`config.mk`:
```
export PLATFORM = sky130hd
export DESIGN_NAME = pwtc_gen
export DESIGN_NICKNAME = d
export VERILOG_FILES = /design/src/rtl/pwtc_pkg.sv /design/src/rtl/pwtc_frame_store.sv /design/src/rtl/pwtc_sequencer.sv /design/src/rtl/pwtc_shaper.sv /design/src/rtl/pwtc_gen.sv
export SDC_FILE = /design/constraint.sdc
export NUM_CORES = 1
export LEC_CHECK = 0
export ABC_AREA = 1
export BUFFER_PORTS_ARGS = -buffer_cell sky130_fd_sc_hd__clkbuf_2
export CAP_MARGIN = 5
export CELL_PAD_IN_SITES_DETAIL_PLACEMENT = 1
export CELL_PAD_IN_SITES_GLOBAL_PLACEMENT = 1
export CORE_MARGIN = 4
export CORE_UTILIZATION = 38
export DETAILED_ROUTE_END_ITERATION = 16
export PLACE_DENSITY = 0.77
export SLEW_MARGIN = 20
export SYNTH_ARGS = -nofsm -noshare
export SYNTH_HDL_FRONTEND = slang
export SYNTH_SLANG_ARGS = --single-unit
```
`constraint.sdc`:
```
create_clock -name clk -period 2.1 [get_ports clk]
set_clock_uncertainty 0.05 [all_clocks]
set_input_delay 0 -clock clk [delete_from_list [all_inputs] [get_ports clk]]
set_output_delay 0 -clock clk [all_outputs]
set_load 0.005 [all_outputs]
```
`src/rtl/pwtc_pkg.sv`:
```
package pwtc_pkg;

    localparam int CODE_W = 2;

    typedef enum logic [CODE_W-1:0] {
        SYM_ZERO = 2'b00,
        SYM_ONE  = 2'b01,
        SYM_MARK = 2'b10,
        SYM_RSVD = 2'b11
    } sym_code_e;

    // High-time in ticks for a symbol code; the reserved code shapes as zero.
    function automatic int unsigned high_ticks(input logic [CODE_W-1:0] code,
                                               input int unsigned w_zero,
                                               input int unsigned w_one,
                                               input int unsigned w_mark);
        int unsigned w;
        case (sym_code_e'(code))
            SYM_ONE:  w = w_one;
            SYM_MARK: w = w_mark;
            default:  w = w_zero;
        endcase
        return w;
    endfunction

endpackage

```
`src/rtl/pwtc_frame_store.sv`:
```
module pwtc_frame_store
    import pwtc_pkg::*;
#(
    parameter int SYMS  = 100,
    parameter int SYM_W = $clog2(SYMS)
) (
    input  logic                   clk,
    input  logic                   rst,
    input  logic                   load,
    input  logic [SYMS*CODE_W-1:0] frame_in,
    input  logic                   take,
    input  logic [SYM_W-1:0]       sym_idx,
    output logic                   pending,
    output logic [CODE_W-1:0]      cur_code
);

    typedef logic [CODE_W-1:0] code_t;

    typedef struct packed {
        code_t [SYMS-1:0] shadow;
        code_t [SYMS-1:0] active;
        logic             pending;
    } store_t;

    localparam logic [SYM_W-1:0] LAST_SYM = SYM_W'(SYMS - 1);

    store_t st_d, st_q;
    code_t [SYMS-1:0] in_codes;

    // Unpack the flat port into per-symbol codes.
    for (genvar g = 0; g < SYMS; g++) begin : g_unpack
        assign in_codes[g] = frame_in[g*CODE_W +: CODE_W];
    end

    always_comb begin
        st_d = st_q;
        if (take) begin
            st_d.active  = st_q.shadow;
            st_d.pending = 1'b0;
        end
        // A load in the same cycle as a copy is kept for the next boundary.
        if (load) begin
            st_d.shadow  = in_codes;
            st_d.pending = 1'b1;
        end
    end

    always_ff @(posedge clk) begin
        if (rst) st_q <= '0;
        else     st_q <= st_d;
    end

    assign pending  = st_q.pending;
    assign cur_code = (sym_idx <= LAST_SYM) ? st_q.active[sym_idx] : code_t'(0);

    a_r9_load_sets_pending: assert property (@(posedge clk) disable iff (rst)
        load |=> pending);

    a_r9_take_clears: assert property (@(posedge clk) disable iff (rst)
        (take && !load) |=> !pending);

endmodule

```
`src/rtl/pwtc_sequencer.sv`:
```
module pwtc_sequencer #(
    parameter int SYMS  = 100,
    parameter int TICKS = 10,
    parameter int SYM_W = $clog2(SYMS),
    parameter int TK_W  = $clog2(TICKS)
) (
    input  logic             clk,
    input  logic             rst,
    input  logic             tick,
    input  logic             pending,
    output logic             take,
    output logic             emit,
    output logic             origin,
    output logic [SYM_W-1:0] sym_idx,
    output logic [TK_W-1:0]  tk_idx
);

    localparam logic [SYM_W-1:0] LAST_SYM = SYM_W'(SYMS - 1);
    localparam logic [TK_W-1:0]  LAST_TK  = TK_W'(TICKS - 1);

    typedef struct packed {
        logic             running;
        logic [SYM_W-1:0] sym;
        logic [TK_W-1:0]  tk;
    } seq_t;

    seq_t st_d, st_q;

    always_comb begin
        st_d = st_q;
        take = 1'b0;
        emit = st_q.running && tick;
        if (!st_q.running) begin
            if (pending) begin
                take         = 1'b1;
                st_d.running = 1'b1;
                st_d.sym     = '0;
                st_d.tk      = '0;
            end
        end else if (tick) begin
            if (st_q.tk == LAST_TK) begin
                st_d.tk = '0;
                if (st_q.sym == LAST_SYM) begin
                    st_d.sym = '0;
                    take     = pending;
                end else begin
                    st_d.sym = st_q.sym + 1'b1;
                end
            end else begin
                st_d.tk = st_q.tk + 1'b1;
            end
        end
    end

    always_ff @(posedge clk) begin
        if (rst) st_q <= '0;
        else     st_q <= st_d;
    end

    assign sym_idx = st_q.sym;
    assign tk_idx  = st_q.tk;
    assign origin  = (st_q.sym == '0) && (st_q.tk == '0);

    a_r3_tick_in_range: assert property (@(posedge clk) disable iff (rst)
        tk_idx <= LAST_TK);

    a_r8_sym_in_range: assert property (@(posedge clk) disable iff (rst)
        sym_idx <= LAST_SYM);

    a_r3_no_move_without_tick: assert property (@(posedge clk) disable iff (rst)
        (emit == 1'b0 && !take) |=> $stable(tk_idx) && $stable(sym_idx));

    a_r8_wrap_to_origin: assert property (@(posedge clk) disable iff (rst)
        (emit && sym_idx == LAST_SYM && tk_idx == LAST_TK) |=> origin);

endmodule

```
`src/rtl/pwtc_shaper.sv`:
```
module pwtc_shaper
    import pwtc_pkg::*;
#(
    parameter int TICKS  = 10,
    parameter int TK_W   = $clog2(TICKS),
    parameter int W_ZERO = 2,
    parameter int W_ONE  = 5,
    parameter int W_MARK = 8
) (
    input  logic              clk,
    input  logic              rst,
    input  logic              emit,
    input  logic              origin,
    input  logic [CODE_W-1:0] code,
    input  logic [TK_W-1:0]   tk_idx,
    output logic              tc_out,
    output logic              frame_start
);

    typedef struct packed {
        logic level;
        logic start;
    } shape_t;

    shape_t st_d, st_q;
    int unsigned hi_len;

    always_comb begin
        hi_len = high_ticks(code, W_ZERO, W_ONE, W_MARK);
        st_d   = st_q;
        st_d.start = 1'b0;
        if (emit) begin
            st_d.level = (32'(tk_idx) < hi_len);
            st_d.start = origin;
        end
    end

    always_ff @(posedge clk) begin
        if (rst) st_q <= '0;
        else     st_q <= st_d;
    end

    assign tc_out      = st_q.level;
    assign frame_start = st_q.start;

    a_r3_hold_between_ticks: assert property (@(posedge clk) disable iff (rst)
        !emit |=> $stable(tc_out));

    a_r11_symbol_rises: assert property (@(posedge clk) disable iff (rst)
        (emit && tk_idx == '0) |=> tc_out);

    a_r10_single_pulse: assert property (@(posedge clk) disable iff (rst)
        frame_start |=> !frame_start);

endmodule

```
`src/rtl/pwtc_gen.sv`:
```
module pwtc_gen
    import pwtc_pkg::*;
#(
    parameter int SYMS   = 100,
    parameter int TICKS  = 10,
    parameter int W_ZERO = 2,
    parameter int W_ONE  = 5,
    parameter int W_MARK = 8
) (
    input  logic                   clk,
    input  logic                   rst,
    input  logic                   tick,
    input  logic                   load,
    input  logic [SYMS*CODE_W-1:0] frame_in,
    output logic                   frame_req,
    output logic                   tc_out,
    output logic                   frame_start
);

    localparam int SYM_W = $clog2(SYMS);
    localparam int TK_W  = $clog2(TICKS);

    logic              pending;
    logic              take;
    logic              emit;
    logic              origin;
    logic [SYM_W-1:0]  sym_idx;
    logic [TK_W-1:0]   tk_idx;
    logic [CODE_W-1:0] cur_code;

    pwtc_frame_store #(
        .SYMS  (SYMS),
        .SYM_W (SYM_W)
    ) u_store (
        .clk      (clk),
        .rst      (rst),
        .load     (load),
        .frame_in (frame_in),
        .take     (take),
        .sym_idx  (sym_idx),
        .pending  (pending),
        .cur_code (cur_code)
    );

    pwtc_sequencer #(
        .SYMS  (SYMS),
        .TICKS (TICKS),
        .SYM_W (SYM_W),
        .TK_W  (TK_W)
    ) u_seq (
        .clk     (clk),
        .rst     (rst),
        .tick    (tick),
        .pending (pending),
        .take    (take),
        .emit    (emit),
        .origin  (origin),
        .sym_idx (sym_idx),
        .tk_idx  (tk_idx)
    );

    pwtc_shaper #(
        .TICKS  (TICKS),
        .TK_W   (TK_W),
        .W_ZERO (W_ZERO),
        .W_ONE  (W_ONE),
        .W_MARK (W_MARK)
    ) u_shape (
        .clk         (clk),
        .rst         (rst),
        .emit        (emit),
        .origin      (origin),
        .code        (cur_code),
        .tk_idx      (tk_idx),
        .tc_out      (tc_out),
        .frame_start (frame_start)
    );

    assign frame_req = !pending;

    a_r10_start_on_high: assert property (@(posedge clk) disable iff (rst)
        frame_start |-> tc_out);

    a_r9_req_low_after_load: assert property (@(posedge clk) disable iff (rst)
        load |=> !frame_req);

endmodule

```
==> metrics.cfg, run 1 <==
[cells_and_area]
multi_input_area_sq_mm = 0.00772
area_growth_pct = 44.8
final_core_util_pct = 55.6
fillers = 5399
final_nets = 3091
final_common_cell = nor2_1
drive_gt1_share_pct = 19.8
regArea_sq_mm = 0.00832
mostFrequentLayoutCells = nor2_1 (690), dfxtp_1 (411), o21ai_0 (322)
finalNonFillerCells = 3505

[yosys]
ys_ff_latch = 415
synth-seq-area-share_pct = 49.1
synthesis.area_sq_mm = 0.0169
synthAdderAreaFrac_pct = 0.739
synth_top_area_share_pct = 49.1
syn_nets = 2600
synthTopCellsByArea = dfxtp_1 (49%), nor2_1 (16%), o21ai_0 (12%)
synth_cell_types = 30
yosys_most_used_dff = dfxtp_1
async_reset_ff_share_pct = 0
synth_edf_count = 0
synth_mux_area_share_pct = 0
synth_compound_area_share_pct = 17.2
synth_top_family_by_area = simple AND/OR/NAND/NOR gates
ys_warn_count = 0
synthXorXnorAreaFrac_pct = 0
yosys.area_share.simple_pct = 24.6
avgSynthCellArea_sq_um = 7.10
synth_top_cell_by_area = dfxtp_1
netlist_instances = 2386

[clock_tree]
numCtsBuffers = 45
clock-sinks = 415
cts-htree-levels = 2
cts-root-buf = clkbuf_16
path_clk_slew_ns = 0.06
insertion_delay_ns = 0.57
cts_tree = done
ctsLongestPathBuffers = 3

[outcome]
outcome = finished with violations
violations = negative setup slack

[sta]
hold_violations = 0
fmax_mhz = 374
timing.slew.headroom_pct = 33.2
setup_viol = 202
period_needed_ns = 2.67
worst_slew_pin_slew_ns = 1.00
period_share_pct = 127
rsz0062_at_grt = true
timing.final.ws_setup_ns = -0.573
drv_slew = 0

[pwr]
cellLeakagePower_nw = 10.8
power_density_mw_per_mm2 = 797
ir_drop_uv = 473

[global_routing]
grt_pass1_wl_um = 99000
grt-ovfl-total = 0
antenna_found_initial = 3
grt_max_degree = 201
grt_pass1_vias = 18700
grt_usage_pct = 25.4

[floorplan]
die_x_um = 219
die-area_sq_mm = 0.0480
rows = 77
coreArea_sq_mm = 0.0441
initial_core_util_pct = 38.4
die_h_um = 219
io_pins = 207

[route]
drt_iter0_drc = 1195
drc = 0
antenna_left = 0
vias = 18100
wl_um = 68000
dr.pass1.iters = 8
viasPerCell = 5.15
wl_per_cell_um = 19.4

[critical_path]
cp_max_fo = 6
required_ns = 2.51
critPathKind = flop to flop
r2r_cells = 21
arrival_ns = 3.08
start_kind = flop
end_kind = flop

[placed_design]
dp_hpwl_um = 34900
pre_cts_slack_ns = -0.486
gp_congestion = 0.825
port_buffers = 206
dp.cells = 3123

[worst_hold_path]
hold_depth = 4
min_path_type = input pin to flop

[flow_run]
drv_cap = 0

## Yosys cell counts (4+ instances only)
master and n:
nor2_1 739, o21ai_0 422, dfxtp_1 415, nand2_1 243, inv_1 140, a21oi_1 132
clkbuf_1 102, nand3_1 74, buf_2 40, buf_6 21, o21ai_1 14, ha_1 10
buf_4 5, o211ai_1 4
## registers in the layout, summed over array words and instances, names as in the netlist
signal,cells
u_seq.st_q,1
u_seq.sym_idx,7
u_seq.tk_idx,4
u_shape.frame_start,1
u_shape.tc_out,1
u_store.pending,1
u_store.st_q,400
## per-stage QoR
step	instance area (sq um)	setup TNS [ns]	power (mW)	hold slack, ns
after floorplan	17000	-0.174	10.0	0.0849
after global placement	19000	-0.887	10.7	0.173
after detailed placement	19000	-1.60	10.8	0.178
after CTS	23400	-23.33	19.2	0.117
after global routing	24500	-49.35	20.3	0.144
final	24500	-38.08	19.6	0.135
## report_power, final
part	total, mW	switching [mW]	internal [mW]
clock	7.96	3.31	4.64
sequential	8.81	0.346	8.46
combinational	2.79	1.51	1.28
## area by class of cell
| class | count | share of cell area [%] |
|---|---|---|
| clock buffers | 67 | 5.31 |
| repair inverters | 1 | 0.0459 |
| well taps | 592 | 3.02 |
| inverters | 145 | 2.41 |
| clock inverters | 12 | 0.576 |
| diodes | 4 | 0.0408 |
| repair buffers | 614 | 23.2 |
| flip-flops and latches | 415 | 33.9 |
| multi-input cells | 1655 | 31.5 |
## per-layer routing
metal | routed length, um | vias to the layer above | share of wire (%) | global-route usage, %
met5 | 0 | - | 0 | 0
met2 | 34200 | 499 | 50 | 45.1
met4 | 2120 | 0 | 3.1 | 8.72
met3 | 3360 | 159 | 4.9 | 3.79
met1 | 28400 | 8805 | 42 | 31.4
li1 | - | 8603 | - | -
## what timing repair did
action	CTS	global route
setup buffers	1	21
pin swaps	0	34
hold buffers	253	0
gates resized for setup	104	174
endpoints found under the setup margin	105	206
endpoints found under the hold margin	210	0
gates cloned	8	17
## worst max-delay path: stages (launching register included)
cell and delay (ns):
dfxtp_4 0.37, buf_12 0.13, buf_12 0.14, clkbuf_16 0.16
nand2_1 0.08, nand3_1 0.09, nand2_1 0.10, nand2_1 0.07
nand2_1 0.07, inv_1 0.04, nand2_1 0.05, nand2_1 0.08
nand3_2 0.11, inv_2 0.04, nand2_2 0.10, nand2_4 0.07
ha_4 0.26, inv_2 0.04, ha_4 0.25, a21oi_2 0.05
o21ai_1 0.13, a21oi_1 0.08
## worst paths after layout
path,startpoint,to,slack (ns)
setup reg to reg,u_seq.sym_idx[0]$_SDFFE_PP0P_,u_shape.tc_out$_SDFFE_PP0P_,-0.57
setup / recovery,u_seq.sym_idx[0]$_SDFFE_PP0P_,u_shape.tc_out$_SDFFE_PP0P_,-0.57
hold reg to reg,u_store.st_q[3]$_SDFFE_PP0P_,u_store.st_q[3]$_SDFFE_PP0P_,0.40
hold / removal,frame_in[92],u_store.st_q[293]$_SDFFE_PP0P_,0.14
## logic make-up after synthesis
logic type	Yosys count
DFF	415
AOI/OAI and AO/OA	577
adders and majority gates	10
and+or+nand+nor	1068
buffers and inverters	316
Power figures use the tool's default switching activity.
==> run 2: changes to the inputs <==
--- a/config.mk
+++ b/config.mk
@@ -6,7 +6,7 @@
 export NUM_CORES = 1
 export LEC_CHECK = 0
 export ABC_AREA = 1
-export BUFFER_PORTS_ARGS = -buffer_cell sky130_fd_sc_hd__clkbuf_2
+export BUFFER_PORTS_ARGS = -buffer_cell sky130_fd_sc_hd__buf_2
 export CAP_MARGIN = 5
 export CELL_PAD_IN_SITES_DETAIL_PLACEMENT = 1
 export CELL_PAD_IN_SITES_GLOBAL_PLACEMENT = 1
==> run 2 against run 1 <==
Effect of this change: the flow still finishes with violations (negative setup slack); critical path depth is 1 lower; via count is 9.2% higher; worst hold slack got worse by 0.050 ns; clock power is 8.8% higher; wire length grew 25%; first-iteration DRC count up 49%; design area rose by 9.0%; utilization grew 5.0 points; sequential power rose by 1%.
==> metrics.cfg, run 2 (synthesized netlist as in run 1, its figures left out) <==
[outcome]
outcome = finished with violations
violations = negative setup slack

[sta]
hold_violations = 0
fmax_mhz = 355
tns_ns = -70.19
worst_slew_pin_slew_ns = 0.598
setup_viol = 236
drv_slew = 0
rsz0062_at_grt = true
period_share_pct = 134
timing.slew.headroom_pct = 60.1
timing.final.ws_setup_ns = -0.720
whs_ns = 0.0853
period_needed_ns = 2.82

[flow_run]
drv_cap = 0

[cells_and_area]
fillers = 5176
drive_gt1_share_pct = 25.8
multi_input_area_sq_mm = 0.00861
area_growth_pct = 57.8
regArea_sq_mm = 0.00832
regMostFlops = u_store.st_q
final_nets = 3156
mostFrequentLayoutCells = nor2_1 (665), dfxtp_1 (411), o21ai_0 (275)
final_common_cell = nor2_1
largest_reg_flops = 400
top_regs = u_store.st_q x400, u_seq.sym_idx x7, u_seq.tk_idx x4

[worst_hold_path]
hp-start = load
min_path_type = input pin to flop

[floorplan]
die_h_um = 219
initial_core_util_pct = 38.4
die-area_sq_mm = 0.0480
die_x_um = 219
coreArea_sq_mm = 0.0441
io_pins = 207
rows = 77

[critical_path]
cp-startpoint = u_seq.sym_idx[0]$_SDFFE_PP0P_
required_ns = 2.52
end_kind = flop
arrival_ns = 3.24
r2r-start = u_seq.sym_idx[0]$_SDFFE_PP0P_
cp_max_fo = 8
critPathKind = flop to flop
start_kind = flop

[clock_tree]
numCtsBuffers = 46
clock-sinks = 415
cts-htree-levels = 2
ctsLongestPathBuffers = 3
cts_tree = done
path_clk_slew_ns = 0.06
cts-root-buf = clkbuf_16
insertion_delay_ns = 0.60

[pwr]
power_density_mw_per_mm2 = 792
total_power_mw = 21.2
ir_drop_uv = 515
cellLeakagePower_nw = 11.5

[route]
dr.pass1.iters = 5
viasPerCell = 5.53
drc = 0
vias = 19700
wl_um = 84800
wl_per_cell_um = 23.8
drt_iter0_drc = 1784
antenna_left = 0

[global_routing]
grt-ovfl-total = 0
grt_pass1_vias = 19000
grt_pass1_wl_um = 99900
grt_max_degree = 123
grt_usage_pct = 25.6
antenna_found_initial = 4

[placed_design]
port_buffers = 206
gp_congestion = 0.848
dp_hpwl_um = 35500

[run 2: cell count changes in the layout (fill, tap and decap cells not counted), sizes merged]
cell and change:
buf +233, bufinv +3, clkbuf -186, clkinv +1, clkinvlp -1, dlygate4sd3 +14
inv -1
[run 2: per-layer routing]
| layer | wire length [um] | vias up | global-route usage, % | share of wire [%] |
|---|---|---|---|---|
| li1 | - | 8746 | - | - |
| met1 | 32100 | 9675 | 31.4 | 38 |
| met2 | 42600 | 947 | 45.5 | 50 |
| met3 | 5280 | 357 | 4.47 | 6.2 |
| met4 | 4880 | 0 | 8.87 | 5.8 |
| met5 | 0 | - | 0 | 0 |
[run 2: through the flow]
step / utilization, % / setup slack (ns) / instance area [sq um] / cells
5_1_grt: 60.6 / -0.853 / 26700 / 3568
3_3_place_gp: 43.2 / -0.415 / 19100 / 3128
4_1_cts: 53.8 / -0.488 / 23700 / 3483
2_1_floorplan: - / -0.174 / 17000 / 2386
6_report: 60.6 / -0.720 / 26700 / 3568
3_5_place_dp: 43.2 / -0.521 / 19100 / 3128
[run 2: layout make-up]
type | count | area share, %
Tap cell | 592 | 2.77
Multi-Input combinational cell | 1655 | 32.2
Clock buffer | 64 | 4.95
Sequential cell | 415 | 31.1
Timing Repair inverter | 1 | 0.0421
Timing Repair Buffer | 678 | 25.8
Antenna cell | 4 | 0.0375
Inverter | 145 | 2.21
Clock inverter | 14 | 0.824
[run 2: what timing repair did]
action | CTS | global route
buffers inserted | 3 | 28
gates cloned | 7 | 53
hold buffers | 267 | 0
hold endpoints to repair | 210 | 0
gates resized for setup | 103 | 484
endpoints found under the setup margin | 115 | 201
pin swaps | 12 | 99
[run 2: worst max-delay path, cell delays in order, from the launching register on]
cell and delay (ns):
dfxtp_4 0.37, buf_12 0.18, inv_8 0.08, clkbuf_16 0.17, nand2_1 0.08, nand3_1 0.09
nand2_1 0.10, nand2_1 0.08, nand2_1 0.07, nor2_1 0.05, nand2_1 0.08, nand3_2 0.12
nand2_1 0.09, nand2_1 0.09, nor2_2 0.17, ha_1 0.20, inv_2 0.05, ha_4 0.27
nand2_1 0.07, o21ai_1 0.15, a21oi_1 0.08
[run 2: worst paths after layout]
kind / end / slack [ns] / cells past startpoint
max: u_shape.tc_out$_SDFFE_PP0P_ / -0.72 / 20
min reg2reg: u_store.st_q[63]$_SDFFE_PP0P_ / 0.41 / 2
min: u_store.st_q[226]$_SDFFE_PP0P_ / 0.09 / 4
max reg2reg: u_shape.tc_out$_SDFFE_PP0P_ / -0.72 / 20
[run 2: report_power, final]
part           total [mW]  internal [mW]  switching [mW]
clock network        8.66           5.11            3.55
logic                3.59           1.68            1.91
registers            8.92           8.47           0.452
==> run 3: changes to the inputs <==
--- a/config.mk
+++ b/config.mk
@@ -6,14 +6,14 @@
 export NUM_CORES = 1
 export LEC_CHECK = 0
 export ABC_AREA = 1
-export BUFFER_PORTS_ARGS = -buffer_cell sky130_fd_sc_hd__buf_2
 export CAP_MARGIN = 5
 export CELL_PAD_IN_SITES_DETAIL_PLACEMENT = 1
 export CELL_PAD_IN_SITES_GLOBAL_PLACEMENT = 1
 export CORE_MARGIN = 4
-export CORE_UTILIZATION = 38
+export CORE_UTILIZATION = 40
 export DETAILED_ROUTE_END_ITERATION = 16
-export PLACE_DENSITY = 0.77
+export DONT_BUFFER_PORTS = 1
+export PLACE_DENSITY = 0.74
 export SLEW_MARGIN = 20
 export SYNTH_ARGS = -nofsm -noshare
 export SYNTH_HDL_FRONTEND = slang
==> run 3 against run 2 <==
Effect of this change: the run still ends with negative setup slack left; wire length rose by 3.5%; first-iteration DRC count fell by 12%; combinational power barely moved; utilization rose by 3.1 points; global-route usage rose by 3.3 points; clock power fell by 2.5%; register-to-register slack got worse by 0.13 ns; sequential share of layout area barely moved; worst setup slack got worse by 0.13 ns; die area fell by 4.8%.
==> metrics.cfg, run 3 (synthesized netlist as in run 1, its figures left out) <==
[clock_tree]
ctsLongestPathBuffers = 3
cts_tree = done
path_clk_slew_ns = 0.07
cts-root-buf = clkbuf_16
numCtsBuffers = 46
insertion_delay_ns = 0.60
clock-sinks = 415
cts-htree-levels = 2

[outcome]
outcome = finished with violations
violations = negative setup slack

[critical_path]
reg2reg_to = u_shape.tc_out$_SDFFE_PP0P_
cp_max_fo = 18
r2r_cells = 19
arrival_ns = 3.42
r2r_setup_slack_ns = -0.85
end_kind = flop
critPathKind = flop to flop
start_kind = flop
required_ns = 2.57
r2r-start = u_seq.sym_idx[0]$_SDFFE_PP0P_

[route]
antenna_left = 0
vias = 19600
drc = 0
drt_iter0_drc = 1573
dr.pass1.iters = 6
wl_um = 87700
viasPerCell = 5.65
wl_per_cell_um = 25.2

[sta]
fmax_mhz = 339
setup_viol = 208
tns_ns = -55.90
period_needed_ns = 2.95
period_share_pct = 140
worst_slew_pin_slew_ns = 0.715
timing.final.ws_setup_ns = -0.848
drv_slew = 0
whs_ns = 0.0815
hold_violations = 0
timing.slew.headroom_pct = 51.8
rsz0062_at_grt = true

[global_routing]
grt_pass1_vias = 19500
use_met1_pct = 34.5
grt_pass1_wl_um = 106000
antenna_found_initial = 2
use_met3_pct = 4.96
grt_max_degree = 199
grtUsageMet2_pct = 52.6
grt-ovfl-total = 0
grt_usage_pct = 29.0
top_usage_layer = met2

[cells_and_area]
final_common_cell = nor2_1
final_core_util_pct = 63.7
multi_input_area_sq_mm = 0.00838
finalNonFillerCells = 3477
drive_gt1_share_pct = 16.6
mostFrequentLayoutCells = nor2_1 (676), dlygate4sd3_1 (451), dfxtp_1 (411)
diodes = 0
area_growth_pct = 57.7
regMostFlops = u_store.st_q
stdcell_area_sq_mm = 0.0267
final_nets = 3119
largest_reg_flops = 400
fillers = 4859
top_regs = u_store.st_q x400, u_seq.sym_idx x7, u_seq.tk_idx x4
regArea_sq_mm = 0.00832

[placed_design]
port_buffers = 0
dp.cells = 2861
gp_congestion = 0.875
place_area_sq_mm = 0.0178
dp_hpwl_um = 33600

[worst_hold_path]
min_path_type = input pin to flop
hp-start = rst
worstHoldEndpoint = u_store.pending$_SDFFE_PP0P_
hold_depth = 2

[floorplan]
die-area_sq_mm = 0.0457
die_x_um = 214
initial_core_util_pct = 40.4
coreArea_sq_mm = 0.0419
die_h_um = 214
io_pins = 207
rows = 75

[pwr]
ir_drop_uv = 544
power_density_mw_per_mm2 = 783
cellLeakagePower_nw = 11.5

[flow_run]
drv_cap = 0

run 3: metrics by stage:
step	total power, mW	setup slack [ns]
CTS	19.4	-0.460
detailed placement	10.5	-0.541
floorplan	10.0	-0.174
global route	21.5	-0.926
global placement	10.4	-0.456
finish	20.9	-0.848
run 3: routing by layer:
layer	vias up	share of wire (%)
li1	8656	-
met1	9555	37
met2	990	49
met3	429	6.7
met4	4	6.7
met5	-	0.034
run 3: timing repair:
action,4_1_cts,5_1_grt
resized for setup,42,457
hold buffers,454,0
pin swaps,2,53
endpoints found under the setup margin,34,382
buffers inserted,5,27
cloned,3,49
endpoints found under the hold margin,275,0
run 3: worst max-delay path by stage:
stage | start | endpoint | slack [ns] | cells past startpoint
3_5_place_dp | u_seq.sym_idx[0]$_SDFFE_PP0P_ | u_shape.tc_out$_SDFFE_PP0P_ | -0.54 | 17
5_1_grt | u_seq.sym_idx[0]$_SDFFE_PP0P_ | u_shape.tc_out$_SDFFE_PP0P_ | -0.93 | 19
4_1_cts | u_seq.sym_idx[0]$_SDFFE_PP0P_ | u_shape.tc_out$_SDFFE_PP0P_ | -0.46 | 18
6_report | u_seq.sym_idx[0]$_SDFFE_PP0P_ | u_shape.tc_out$_SDFFE_PP0P_ | -0.85 | 19
3_3_place_gp | u_seq.sym_idx[0]$_SDFFE_PP0P_ | u_shape.tc_out$_SDFFE_PP0P_ | -0.46 | 17
2_1_floorplan | u_seq.sym_idx[0]$_SDFFE_PP0P_ | u_shape.tc_out$_SDFFE_PP0P_ | -0.17 | 18
run 3: critical path, stage by stage, from the launching register on:
cell and delay, ns:
dfxtp_4 0.41, buf_12 0.15, buf_8 0.20, nor2_1 0.09, nor2_1 0.10, o21ai_0 0.12, nand2_1 0.12, nor2_1 0.07
nor2_1 0.16, nor2_2 0.07, nor2_2 0.16, inv_1 0.07, nand2_1 0.08, nand2_1 0.09, ha_2 0.20, inv_1 0.10
ha_4 0.21, a21oi_1 0.16, o21ai_1 0.11, a21oi_1 0.16
run 3: final cells by class:
cell class	count	share of cell area [%]
clock buffers	68	5.19
clock inverters	13	0.464
inverters	145	2.20
multi-input cells	1655	31.4
flip-flops and latches	415	31.1
well taps	539	2.52
repair buffers	641	27.1
repair inverters	1	0.0328
run 3: report_power, final:
part	internal (mW)	switching [mW]	total [mW]
clock network	4.82	3.62	8.44
registers	8.46	0.443	8.91
logic	1.69	1.89	3.58
total	15.0	5.96	20.9
